File: src/rtl/fuse_pkg.sv
package fuse_pkg;
  localparam int CMD_W = 6;

  localparam logic [7:0] OFS_MODE   = 8'h00;
  localparam logic [7:0] OFS_CMD    = 8'h04;
  localparam logic [7:0] OFS_START  = 8'h08;
  localparam logic [7:0] OFS_STATUS = 8'h0C;
  localparam logic [7:0] OFS_RD0    = 8'h10;
  localparam logic [7:0] OFS_ADDR   = 8'h28;
  localparam logic [7:0] OFS_WR0    = 8'h2C;
  localparam logic [7:0] OFS_RD1    = 8'h5C;
  localparam logic [7:0] OFS_WR1    = 8'h64;

  localparam logic [CMD_W-1:0] CODE_READ = 6'h00;
  localparam logic [CMD_W-1:0] CODE_PROG = 6'h08;

  typedef enum logic [1:0] {OP_READ, OP_PROG, OP_OTHER} opKind_e;

  typedef struct packed {
    logic latchOp;
    logic finishRead;
    logic finishProg;
  } fuseStrobe_t;

  function automatic logic [7:0] wrOfs(int w);
    return (w == 0) ? OFS_WR0 : OFS_WR1;
  endfunction
endpackage

File: src/rtl/fuse_ctrl.sv
module fuse_ctrl
  import fuse_pkg::*;
#(
  parameter int BASE_LAT    = 4,
  parameter int PER_BIT_LAT = 1,
  parameter int READ_LAT    = 3,
  parameter int ONES_W      = 7,
  parameter int CNT_W       = 7
) (
  input  logic              clk,
  input  logic              rstN,
  input  logic              busSel,
  input  logic              busWr,
  input  logic [7:0]        busAddr,
  input  logic [CMD_W-1:0]  busWlow,
  input  logic [ONES_W-1:0] onesNow,
  output logic              modeEn,
  output logic [CMD_W-1:0]  cmdReg,
  output logic              startReg,
  output logic              doneFlag,
  output fuseStrobe_t       strobe
);
  logic             busy;
  logic [CNT_W-1:0] cnt;
  logic [CNT_W-1:0] latNext;
  opKind_e          kindNow, kindQ;
  logic             wrMode, wrCmd, wrStart, launch, lastTick;

  assign wrMode  = busSel && busWr && (busAddr == OFS_MODE);
  assign wrCmd   = busSel && busWr && (busAddr == OFS_CMD);
  assign wrStart = busSel && busWr && (busAddr == OFS_START);
  assign launch  = wrStart && busWlow[0] && !startReg && modeEn && !busy;
  assign lastTick = busy && (cnt == CNT_W'(1));

  always_comb begin
    if (cmdReg == CODE_READ)      kindNow = OP_READ;
    else if (cmdReg == CODE_PROG) kindNow = OP_PROG;
    else                          kindNow = OP_OTHER;
  end

  always_comb begin
    case (kindNow)
      OP_READ: latNext = CNT_W'(READ_LAT);
      OP_PROG: latNext = CNT_W'(BASE_LAT) + CNT_W'(PER_BIT_LAT) * CNT_W'(onesNow);
      default: latNext = CNT_W'(BASE_LAT);
    endcase
  end

  always_ff @(posedge clk or negedge rstN) begin
    if (!rstN) begin
      modeEn   <= 1'b0;
      cmdReg   <= '0;
      startReg <= 1'b0;
      doneFlag <= 1'b0;
      busy     <= 1'b0;
      cnt      <= '0;
      kindQ    <= OP_OTHER;
    end else begin
      if (wrMode)  modeEn   <= busWlow[0];
      if (wrCmd)   cmdReg   <= busWlow;
      if (wrStart) startReg <= busWlow[0];
      if (wrStart && !busWlow[0]) doneFlag <= 1'b0;
      if (launch) begin
        busy     <= 1'b1;
        cnt      <= latNext;
        kindQ    <= kindNow;
        doneFlag <= 1'b0;
      end else if (busy) begin
        cnt <= cnt - CNT_W'(1);
        if (lastTick) begin
          busy     <= 1'b0;
          doneFlag <= 1'b1;
        end
      end
    end
  end

  assign strobe.latchOp    = launch;
  assign strobe.finishRead = lastTick && (kindQ == OP_READ);
  assign strobe.finishProg = lastTick && (kindQ == OP_PROG);

  p_busy_done_excl_r7: assert property (@(posedge clk) disable iff (!rstN)
    !(busy && doneFlag));
  p_launch_needs_mode_r2: assert property (@(posedge clk) disable iff (!rstN)
    $rose(busy) |-> $past(modeEn));
  p_cnt_live_r5: assert property (@(posedge clk) disable iff (!rstN)
    busy |-> (cnt != '0));
  p_done_clear_r7: assert property (@(posedge clk) disable iff (!rstN)
    (wrStart && !busWlow[0] && !lastTick) |=> !doneFlag);
  p_no_retrigger_r7: assert property (@(posedge clk) disable iff (!rstN)
    (wrStart && startReg) |=> !$rose(busy));
endmodule

File: src/rtl/fuse_dp.sv
module fuse_dp
  import fuse_pkg::*;
#(
  parameter int ROWS      = 16,
  parameter int ROW_WORDS = 2,
  parameter int ADDR_W    = 16,
  parameter int ONES_W    = 7
) (
  input  logic               clk,
  input  logic               rstN,
  input  logic               busSel,
  input  logic               busWr,
  input  logic [7:0]         busAddr,
  input  logic [31:0]        busWdata,
  input  logic               progAllow,
  input  fuseStrobe_t        strobe,
  output logic [ADDR_W-1:0]  addrReg,
  output logic [1:0][31:0]   wrWords,
  output logic [1:0][31:0]   rdWords,
  output logic [ONES_W-1:0]  onesNow
);
  localparam int ROW_BITS = 32 * ROW_WORDS;
  localparam int IDX_W    = (ROWS > 1) ? $clog2(ROWS) : 1;

  logic [31:0]         wrReg [ROW_WORDS];
  logic [ROW_BITS-1:0] curData, opData, rdataQ;
  logic [ROW_BITS-1:0] fuseRow [ROWS];
  logic [IDX_W-1:0]    opIdx;
  logic                opAllow;
  logic                busWrite;

  assign busWrite = busSel && busWr;

  always_ff @(posedge clk or negedge rstN) begin
    if (!rstN) begin
      addrReg <= '0;
      for (int w = 0; w < ROW_WORDS; w++) wrReg[w] <= '0;
    end else begin
      if (busWrite && busAddr == OFS_ADDR) addrReg <= busWdata[ADDR_W-1:0];
      for (int w = 0; w < ROW_WORDS; w++)
        if (busWrite && busAddr == wrOfs(w)) wrReg[w] <= busWdata;
    end
  end

  always_comb begin
    curData = '0;
    wrWords = '0;
    rdWords = '0;
    for (int w = 0; w < ROW_WORDS; w++) begin
      curData[w*32 +: 32] = wrReg[w];
      wrWords[w]          = wrReg[w];
      rdWords[w]          = rdataQ[w*32 +: 32];
    end
  end

  always_comb begin
    onesNow = '0;
    for (int b = 0; b < ROW_BITS; b++) onesNow = onesNow + ONES_W'(curData[b]);
  end

  always_ff @(posedge clk or negedge rstN) begin
    if (!rstN) begin
      opIdx   <= '0;
      opData  <= '0;
      opAllow <= 1'b0;
      rdataQ  <= '0;
      for (int r = 0; r < ROWS; r++) fuseRow[r] <= '0;
    end else begin
      if (strobe.latchOp) begin
        opIdx   <= addrReg[IDX_W-1:0];
        opData  <= curData;
        opAllow <= progAllow;
      end
      if (strobe.finishRead) rdataQ <= fuseRow[opIdx];
      if (strobe.finishProg && opAllow) fuseRow[opIdx] <= fuseRow[opIdx] | opData;
    end
  end

  for (genvar r = 0; r < ROWS; r++) begin : g_rowChk
    p_fuse_sticky_r4: assert property (@(posedge clk) disable iff (!rstN)
      (fuseRow[r] & $past(fuseRow[r])) == $past(fuseRow[r]));
    p_locked_r6: assert property (@(posedge clk) disable iff (!rstN)
      (strobe.finishProg && !opAllow) |=> $stable(fuseRow[r]));
    p_read_keeps_r3: assert property (@(posedge clk) disable iff (!rstN)
      strobe.finishRead |=> $stable(fuseRow[r]));
  end
endmodule

File: src/rtl/fuse_cmd_ctrl.sv
module fuse_cmd_ctrl
  import fuse_pkg::*;
#(
  parameter int ROW_WORDS   = 2,
  parameter int ROWS        = 16,
  parameter int ADDR_W      = 16,
  parameter int BASE_LAT    = 4,
  parameter int PER_BIT_LAT = 1,
  parameter int READ_LAT    = 3
) (
  input  logic        clk,
  input  logic        rstN,
  input  logic        busSel,
  input  logic        busWr,
  input  logic [7:0]  busAddr,
  input  logic [31:0] busWdata,
  output logic [31:0] busRdata,
  input  logic        progAllow
);
  localparam int ROW_BITS = 32 * ROW_WORDS;
  localparam int ONES_W   = $clog2(ROW_BITS + 1);
  localparam int MAX_LAT  = BASE_LAT + PER_BIT_LAT * ROW_BITS + READ_LAT;
  localparam int CNT_W    = $clog2(MAX_LAT + 1);

  fuseStrobe_t        strobe;
  logic               modeEn, startReg, doneFlag;
  logic [CMD_W-1:0]   cmdReg;
  logic [ADDR_W-1:0]  addrReg;
  logic [1:0][31:0]   wrWords, rdWords;
  logic [ONES_W-1:0]  onesNow;

  fuse_ctrl #(
    .BASE_LAT(BASE_LAT), .PER_BIT_LAT(PER_BIT_LAT), .READ_LAT(READ_LAT),
    .ONES_W(ONES_W), .CNT_W(CNT_W)
  ) u_ctrl (
    .clk(clk), .rstN(rstN), .busSel(busSel), .busWr(busWr), .busAddr(busAddr),
    .busWlow(busWdata[CMD_W-1:0]), .onesNow(onesNow), .modeEn(modeEn),
    .cmdReg(cmdReg), .startReg(startReg), .doneFlag(doneFlag), .strobe(strobe)
  );

  fuse_dp #(
    .ROWS(ROWS), .ROW_WORDS(ROW_WORDS), .ADDR_W(ADDR_W), .ONES_W(ONES_W)
  ) u_dp (
    .clk(clk), .rstN(rstN), .busSel(busSel), .busWr(busWr), .busAddr(busAddr),
    .busWdata(busWdata), .progAllow(progAllow), .strobe(strobe),
    .addrReg(addrReg), .wrWords(wrWords), .rdWords(rdWords), .onesNow(onesNow)
  );

  always_comb begin
    case (busAddr)
      OFS_MODE:   busRdata = {31'b0, modeEn};
      OFS_CMD:    busRdata = {{(32-CMD_W){1'b0}}, cmdReg};
      OFS_START:  busRdata = {31'b0, startReg};
      OFS_STATUS: busRdata = {30'b0, doneFlag, 1'b0};
      OFS_ADDR:   busRdata = {{(32-ADDR_W){1'b0}}, addrReg};
      OFS_WR0:    busRdata = wrWords[0];
      OFS_RD0:    busRdata = rdWords[0];
      OFS_WR1:    busRdata = wrWords[1];
      OFS_RD1:    busRdata = rdWords[1];
      default:    busRdata = '0;
    endcase
  end

  p_launch_edge_r7: assert property (@(posedge clk) disable iff (!rstN)
    strobe.latchOp |-> !startReg);
  p_strobe_onehot_r3: assert property (@(posedge clk) disable iff (!rstN)
    $onehot0({strobe.latchOp, strobe.finishRead, strobe.finishProg}));
endmodule

File: config.mk
export PLATFORM = sky130hd
export DESIGN_NAME = fuse_cmd_ctrl
export DESIGN_NICKNAME = d
export VERILOG_FILES = /design/src/rtl/fuse_pkg.sv /design/src/rtl/fuse_ctrl.sv /design/src/rtl/fuse_dp.sv /design/src/rtl/fuse_cmd_ctrl.sv
export SDC_FILE = /design/constraint.sdc
export NUM_CORES = 2
export LEC_CHECK = 0
export ABC_CLOCK_PERIOD_IN_PS = 8300
export BUFFER_PORTS_ARGS = -buffer_cell sky130_fd_sc_hd__clkbuf_2
export CORE_ASPECT_RATIO = 0.9
export CORE_MARGIN = 3
export CORE_UTILIZATION = 63
export CTS_CLUSTER_SIZE = 30
export DETAILED_ROUTE_END_ITERATION = 8
export HOLD_SLACK_MARGIN = 0.12
export PLACE_DENSITY = 0.8
export SLEW_MARGIN = 20
export SYNTH_ARGS = -nofsm -noshare
export SYNTH_HDL_FRONTEND = slang
export SYNTH_SLANG_ARGS = --single-unit
export TNS_END_PERCENT = 5
File: constraint.sdc
create_clock -name clk -period 8.3 [get_ports clk]
set_clock_uncertainty 0.1 [all_clocks]
set_input_delay 0.415 -clock clk [delete_from_list [all_inputs] [get_ports clk]]
set_output_delay 0.415 -clock clk [all_outputs]
set_load 0.005 [all_outputs]
=== Yosys cells after proc, flatten, opt, wreduce, memory -nomap -nowiden ===
Index checks and enable logic that the tools add are counted.

* Bits in registers: 1256
* Word-level logic and storage cells: 155

* Add/subtract/negate cells: 65
* Magnitude comparators: 2
* Eq/ne operators: 12
* Muxes and demuxes: 19
* Bitwise operators: 2
* Reduce and logical (&&, ||, !) cells: 25

{| class="wikitable"
|+ Operators with widths
! operator !! number
|-
| $bwmux 1024 || 1
|-
| $add 7x1->7 || 62
|-
| $pmux 32 s9 || 1
|-
| $bmux 64 s4 || 1
|-
| $demux 64 s4 || 1
|-
| $mux 64 || 3
|-
| $or 64x64->64 || 1
|-
| $logic_and 1x1->1 || 17
|-
| $eq 8x4->1 const B || 2
|-
| $eq 8x6->1 const B || 2
|-
| $eq 8x7->1 const B || 2
|-
| $mux 7 || 2
|-
| $pmux 7 s2 || 1
|-
| $eq 8x3->1 const B || 1
|-
| $eq 8x5->1 const B || 1
|-
| $logic_not 8->1 || 1
|-
| $add 3x7->7 const A || 1
|-
| $eq 7x1->1 const B || 1
|-
| $mux 1 || 7
|-
| $sub 7x1->7 const B || 1
|-
| $eq 6x4->1 const B || 1
|-
| $logic_not 6->1 || 1
|-
| $ge 5x5->1 const B || 1
|-
| $lt 5x1->1 const B || 1
|-
| 7 further kinds || 12
|}

=== Longest topological paths before layout ===
* Depth after elaboration: 66
* Depth in mapped cells: 20
* Mapped depth without buffers: 20

=== Modules after synthesis ===
From an unflattened synthesis, not the netlist that was laid out.

* Cells, all modules: 5104
* Area total of the unflattened synthesis: 57996.9 um^2

{| class="wikitable"
|+ By module, submodules not included
! module !! instances !! cells an instance !! area each (um^2) !! sequential area each (um^2)
|-
| fuse_dp || 1 || 4839 || 55719.7 || 30954.7
|-
| fuse_cmd_ctrl || 1 || 157 || 1181.1 || 0.0
|-
| fuse_ctrl || 1 || 108 || 1096.1 || 476.7
|}

=== Least setup slack after synthesis ===
No wires, ideal clock.

* Path kind: reg-to-reg
* Start: reg u_dp.wrReg (netlist bit u_dp.wrWords[0])
* End: reg u_ctrl.cnt[6]
* Setup time: 0.083 ns
* Data arrival time: 5.816 ns
* Required time: 8.117 ns
* Slack: 2.301 ns
* Cell stages (with the launch flop): 18
* Buffers on the path: 0
* Clock period less this slack: 5.999 ns
* Cell sequence: dfrtp_1 -> ha_1 -> inv_1 -> fa_1 -> fa_1 -> fa_1 -> fa_1 -> fa_1 -> fa_1 -> fa_1 -> fa_1 -> fa_1 -> fa_1 -> nand2b_1 -> a21oi_1 -> o21a_1 -> nor2_1 -> o21ai_0

* Cells in the longest elaborated chain, start to end: 66

{| class="wikitable"
|+ RTL lines
! element !! RTL line !! text
|-
| from (decl) || fuse_dp.sv:25 || <nowiki>logic [31:0] wrReg [ROW_WORDS];</nowiki>
|-
| from (signal, indexed assignment) || fuse_dp.sv:41 || <nowiki>if (busWrite && busAddr == wrOfs(w)) wrReg[w] <= busWdata;</nowiki>
|-
| $add 1x1->2 || fuse_dp.sv:58 || <nowiki>for (int b = 0; b < ROW_BITS; b++) onesNow = onesNow + ONES_W'(curData[b]);</nowiki>
|-
| $add 7x1->7 (62 in a row) || fuse_dp.sv:58 ||
|-
| $add 3x7->7 || fuse_ctrl.sv:44 || <nowiki>OP_PROG: latNext = CNT_W'(BASE_LAT) + CNT_W'(PER_BIT_LAT) * CNT_W'(onesNow);</nowiki>
|-
| $pmux 7 s2 || fuse_ctrl.sv:42 || <nowiki>case (kindNow)</nowiki>
|-
| $mux 7 || fuse_ctrl.sv:63 || <nowiki>if (launch) begin</nowiki>
|-
| to (signal assigned) || fuse_ctrl.sv:65 || <nowiki>cnt <= latNext;</nowiki>
|-
| to (signal assigned) || fuse_ctrl.sv:69 || <nowiki>cnt <= cnt - CNT_W'(1);</nowiki>
|-
| to (decl) || fuse_ctrl.sv:24 || <nowiki>logic [CNT_W-1:0] cnt;</nowiki>
|}

No other way between the ends.
A chain may end at the register's enable or synchronous reset.

=== Worst setup path in the final report ===
Same ends and word-level chain as after synthesis.

==> results summary <==
The number of max-cap violations came out at 0. The total routing resource utilization after global routing came out at 0.340. The multiplexer share of the synthesized area is 0.116. The post-layout utilization of the core is 0.699.

The simple-gate area share of the yosys netlist is 0.112. The number of global-route vias before repair came out at 42600. The number of antenna violations at the first check in global routing was 10. The count of nets left with antenna violations once routing finished came out at 0. In the synthesized netlist, the number of instances is 5544. The proportion of netlist area held by the largest area contributor is 0.557. The final hold violation count was 0.

Counting flops and latches in the post-synthesis netlist gives 1256. The number of standard-cell rows in the floorplan came out at 103. The total number of H-tree levels came out at 3. The number of different library cells used by synthesis comes to 56. The via-per-instance ratio is 6.40. The part of the power in combinational logic came out at 0.112. The run finished with clean final reports. The largest delay contributor family on the critical path is adder cells.

After detailed placement, the design holds a cell count of 6412. The switching part of the total power is 0.245. The number of design-rule violations left by the first detailed-router iteration came out at 4486. The number of buffers and inverters on the critical path is 1. The kind of critical path is reg2reg.

Post-CTS timing repair inserted 0 buffers for setup. The placed wire-length estimate is 91700 um. The max-slew headroom at the worst pin is 0.229.

The most frequent cell on the critical path is sky130_fd_sc_hd__fa_1. Synthesis produced a netlist with a net count of 5661. For this design, the slowest cell found on the critical path is sky130_fd_sc_hd__fa_1. The share of total power dissipated in the clock network is 0.425.

Of all cell types, the one taking the most synthesized area is sky130_fd_sc_hd__dfrtp_1. The worst setup path is launched from a register. Setup repair after global routing left no endpoint under its margin. The synthesized-area fraction occupied by ao, oa, aoi and oai cells is 0.153. The routed via count is 42700.

After clock tree synthesis, the flow added hold-fix buffers numbering 35. Walking the worst path, the cells encountered are ha_1, inv_1, fa_1, fa_1, fa_1, fa_1, fa_1, fa_1, fa_1, fa_1, fa_1, fa_1, nand2b_1, a21oi_1, o21a_1, nor2_1, o21ai_0. Of the cells placed in the final design, the portion with a size suffix greater than 1 is 0.112. The first global-routing pass estimated 244000 um of wire. By area the synthesized netlist is led by sky130_fd_sc_hd__dfrtp_1 56%, sky130_fd_sc_hd__o21ai_0 10%, sky130_fd_sc_hd__nand2_1 8.8%, sky130_fd_sc_hd__mux2i_1 6.8%, sky130_fd_sc_hd__mux2_2 4.8%.

The worst setup path is captured at a register. The total iterations of the first detailed-routing run is 7. Counting the buffers created by CTS gives 119. The mean routed wirelength per cell is 23.5 um. The horizontal die dimension came out at 321 um.

The number of max-slew violations in the final report came to 0. In this run the worst hold path is classified as in2reg. For this configuration, the core starts out at a cell density of 0.639. The internal power came out at 0.0100 W.

The count of placed standard cells in the final layout, fillers left out came out at 6673. The delay of the slowest critical-path stage is 520 ps. Of the total synthesized cell area, the portion taken by XOR and XNOR cells is 0.000777. At the end of the flow, the number of nets in the layout was 5531. TritonCTS built the clock tree. The share of the yosys chip area belonging to registers is 0.558.

The accumulated negative setup slack is 0 ps. CTS saw 1256 sinks. After layout, the minimum clock period comes to 6360 ps. The number of endpoints failing setup at the final stage is 0. The count of boundary I/O pins is 77. The maximum frequency from static timing analysis is 157 MHz. The number of enable-type register cells in the synthesized netlist came out at 0. The signed area change from the synthesized netlist to the final layout came out at 9.41%. The fill cell total of the finished layout came out at 6377. For this block, the routed nets add up to 157000 um of wire. The final weighted congestion of routability-driven global placement is 1.00. The leakage component of the power came out at 27.6 nW. The worst reg-to-reg setup slack is 1940 ps. In this run the cell area measured after placement is 0.0572 mm2. For this design the ratio of total power to cell area is 215 mW/mm2. The ratio of final minimum period to clock period came out at 0.766.

The count of input and output buffers came out at 76. The required time of the worst setup path came out at 8830 ps. The final non-filler cell area is 0.0616 mm2.

The data arrival time of the critical path is 6890 ps. The pin count of the biggest net entering global routing came out at 194. The count of instances resized after the clock tree is built came out at 0. The relative contribution of sequential cells to total power came out at 0.463. The flip-flop cell with the highest count after synthesis is sky130_fd_sc_hd__dfrtp_1.

After synthesis, the largest family of logic cells by area is compound AO/OA/AOI/OAI gates. The leftover overflow at the end of global routing is 0. The power spent charging and discharging nets came out at 0.00326 W. The root buffer cell chosen for the clock tree is sky130_fd_sc_hd__clkbuf_16. The critical-path maximum fanout is 4. The area of the mapped netlist is 0.0563 mm2. The post-synthesis area per instance is 10.2 um2.

The largest voltage drop on the vdd net is 0.531 mV. Of all flip-flops after synthesis, the portion carrying an async set or reset was 1.00. The die outline area came out at 0.0931 mm2. The detailed-route DRC error count came out at 0. The core area is 0.0881 mm2.

The adder-cell share of the synthesized area is 0.0232. The total of warnings raised by yosys is 0. The slew at the pin with the worst max-slew slack is 1160 ps. The y dimension of the die came out at 290 um.

The maximum clock insertion buffer count came out at 3. Clock-pin slew was measured on the worst setup and hold paths at 60 ps. The clock reaches the later pin of the worst-skew pair after 720 ps.
-- metrics by stage --
step	hold WS [ps]	power, W	setup WS (ps)
after floorplan	19.4	0.00731	2300
after global placement	355	0.00768	2050
after detailed placement	364	0.00771	2000
after CTS	122	0.0133	1960
after global routing	164	0.0138	1700
final	161	0.0133	1940
-- cells in the mapped netlist (4+ instances only) --
cell type                     n
sky130_fd_sc_hd__o21ai_0   1155
sky130_fd_sc_hd__buf_1       14
sky130_fd_sc_hd__clkbuf_1   305
sky130_fd_sc_hd__buf_6        4
sky130_fd_sc_hd__o22ai_1    103
sky130_fd_sc_hd__mux2i_1    381
sky130_fd_sc_hd__a21o_1       6
sky130_fd_sc_hd__and3b_1      4
sky130_fd_sc_hd__ha_1        18
sky130_fd_sc_hd__or2_2        4
sky130_fd_sc_hd__nor3_1       8
sky130_fd_sc_hd__a211oi_1     8
sky130_fd_sc_hd__nor4_1       5
sky130_fd_sc_hd__a21oi_1     14
sky130_fd_sc_hd__a222oi_1    19
sky130_fd_sc_hd__a22o_1      29
sky130_fd_sc_hd__buf_2       88
sky130_fd_sc_hd__a221oi_1   121
sky130_fd_sc_hd__nand2b_1     8
sky130_fd_sc_hd__mux2_2     242
sky130_fd_sc_hd__nor2b_1     10
sky130_fd_sc_hd__dfrtp_1   1255
sky130_fd_sc_hd__o21ai_1     22
sky130_fd_sc_hd__a22oi_1     37
sky130_fd_sc_hd__xor2_1       5
sky130_fd_sc_hd__a221o_1      4
sky130_fd_sc_hd__nand2_1   1328
sky130_fd_sc_hd__fa_1        54
sky130_fd_sc_hd__inv_1       96
sky130_fd_sc_hd__or3_1        4
sky130_fd_sc_hd__nor3b_1     67
sky130_fd_sc_hd__nor2_1      77
sky130_fd_sc_hd__buf_4        8
-- power by group through the flow --
| stage | combinational, W | clock [W] | sequential [W] |
|---|---|---|---|
| final | 0.00149 | 0.00564 | 0.00615 |
| after global routing | 0.00169 | 0.00591 | 0.00615 |
| after CTS | 0.00148 | 0.00567 | 0.00615 |
| after detailed placement | 0.00145 | 0 | 0.00626 |
| after global placement | 0.00142 | 0 | 0.00626 |
| after floorplan | 0.00105 | 0 | 0.00626 |
-- sequential cells by signal, summed over array words and instances (netlist names), 2 cells and up --
register,count
u_ctrl.cmdReg,6
u_ctrl.cnt,7
u_ctrl.kindQ,2
u_dp.addrReg,16
u_dp.fuseRow,1024
u_dp.opData,64
u_dp.opIdx,4
u_dp.rdWords,64
u_dp.wrWords,64
-- cell type report --
| cell class | count | area [um2] | share of cell area |
|---|---|---|---|
| Clock buffer | 179 | 3580 | 0.0580 |
| Antenna cell | 5 | 12.5 | 0.000203 |
| Sequential cell | 1256 | 31400 | 0.510 |
| Timing Repair Buffer | 168 | 1280 | 0.0207 |
| Clock inverter | 41 | 505 | 0.00820 |
| Tap cell | 1155 | 1450 | 0.0234 |
| Inverter | 96 | 360 | 0.00585 |
| Multi-Input combinational cell | 3773 | 23000 | 0.373 |
-- placed cells by master (no fill, tap or decap), types with 22 or more instances in the layout --
| cell type | netlist | layout |
|---|---|---|
| sky130_fd_sc_hd__nand2_1 | 1328 | 1311 |
| sky130_fd_sc_hd__dfrtp_1 | 1255 | 1253 |
| sky130_fd_sc_hd__o21ai_0 | 1155 | 1155 |
| sky130_fd_sc_hd__mux2i_1 | 381 | 381 |
| sky130_fd_sc_hd__mux2_2 | 242 | 242 |
| sky130_fd_sc_hd__clkbuf_16 | 0 | 122 |
| sky130_fd_sc_hd__a221oi_1 | 121 | 121 |
| sky130_fd_sc_hd__o22ai_1 | 103 | 103 |
| sky130_fd_sc_hd__inv_1 | 96 | 96 |
| sky130_fd_sc_hd__nor2_1 | 77 | 76 |
| sky130_fd_sc_hd__clkbuf_2 | 0 | 75 |
| sky130_fd_sc_hd__nor3b_1 | 67 | 66 |
| sky130_fd_sc_hd__fa_1 | 54 | 54 |
| sky130_fd_sc_hd__buf_4 | 8 | 48 |
| sky130_fd_sc_hd__a22oi_1 | 37 | 37 |
| sky130_fd_sc_hd__dlygate4sd3_1 | 0 | 35 |
| sky130_fd_sc_hd__clkbuf_8 | 0 | 31 |
| sky130_fd_sc_hd__a22o_1 | 29 | 29 |
| sky130_fd_sc_hd__clkbuf_1 | 305 | 26 |
| sky130_fd_sc_hd__clkinv_2 | 0 | 24 |
| sky130_fd_sc_hd__o21ai_1 | 22 | 22 |
-- final timing paths --
kind                                                    start                            end  depth (start not counted)
min in group asynchronous                                rstN  u_dp.fuseRow[167]$_DFFE_PN0P_                          2
worst min register to register  u_dp.fuseRow[117]$_DFFE_PN0P_  u_dp.fuseRow[117]$_DFFE_PN0P_                          2
worst max register to register    u_dp.wrWords[0]$_DFFE_PN0P_      u_ctrl.cnt[6]$_DFFE_PN0P_                         17
worst min-delay path                                    busWr      u_ctrl.doneFlag$_DFF_PN0_                          4
worst max-delay path              u_dp.wrWords[0]$_DFFE_PN0P_      u_ctrl.cnt[6]$_DFFE_PN0P_                         17
max in group asynchronous                                rstN  u_dp.fuseRow[163]$_DFFE_PN0P_                          4
-- kinds of logic (layout without fill, tap and decap cells) --
| group | count (synthesis) | after routing |
|---|---|---|
| buffers and inverters | 515 | 484 |
| xor gates and xnor gates | 5 | 5 |
| AOI/OAI and AO/OA | 1530 | 1530 |
| and+or+nand+nor | 1543 | 1543 |
| DFF | 1256 | 1256 |
| adders and majority gates | 72 | 72 |
| other | 0 | 5 |
| muxes | 623 | 623 |
-- per-layer routing --
metal / global-route usage / wire (um) / vias up
met1: 0.463 / 64000 / 21300
met4: 0.128 / 6080 / 6
met2: 0.511 / 69100 / 2031
met3: 0.115 / 17600 / 438
li1: - / - / 18900
met5: 0 / 47 / -
-- worst min-delay path: stages --
cell and delay (ps):
sky130_fd_sc_hd__clkbuf_2 140, sky130_fd_sc_hd__nand3_2 150, sky130_fd_sc_hd__o31ai_1 90, sky130_fd_sc_hd__a21oi_1 150
No activity file was read; power rests on OpenSTA's default activity.
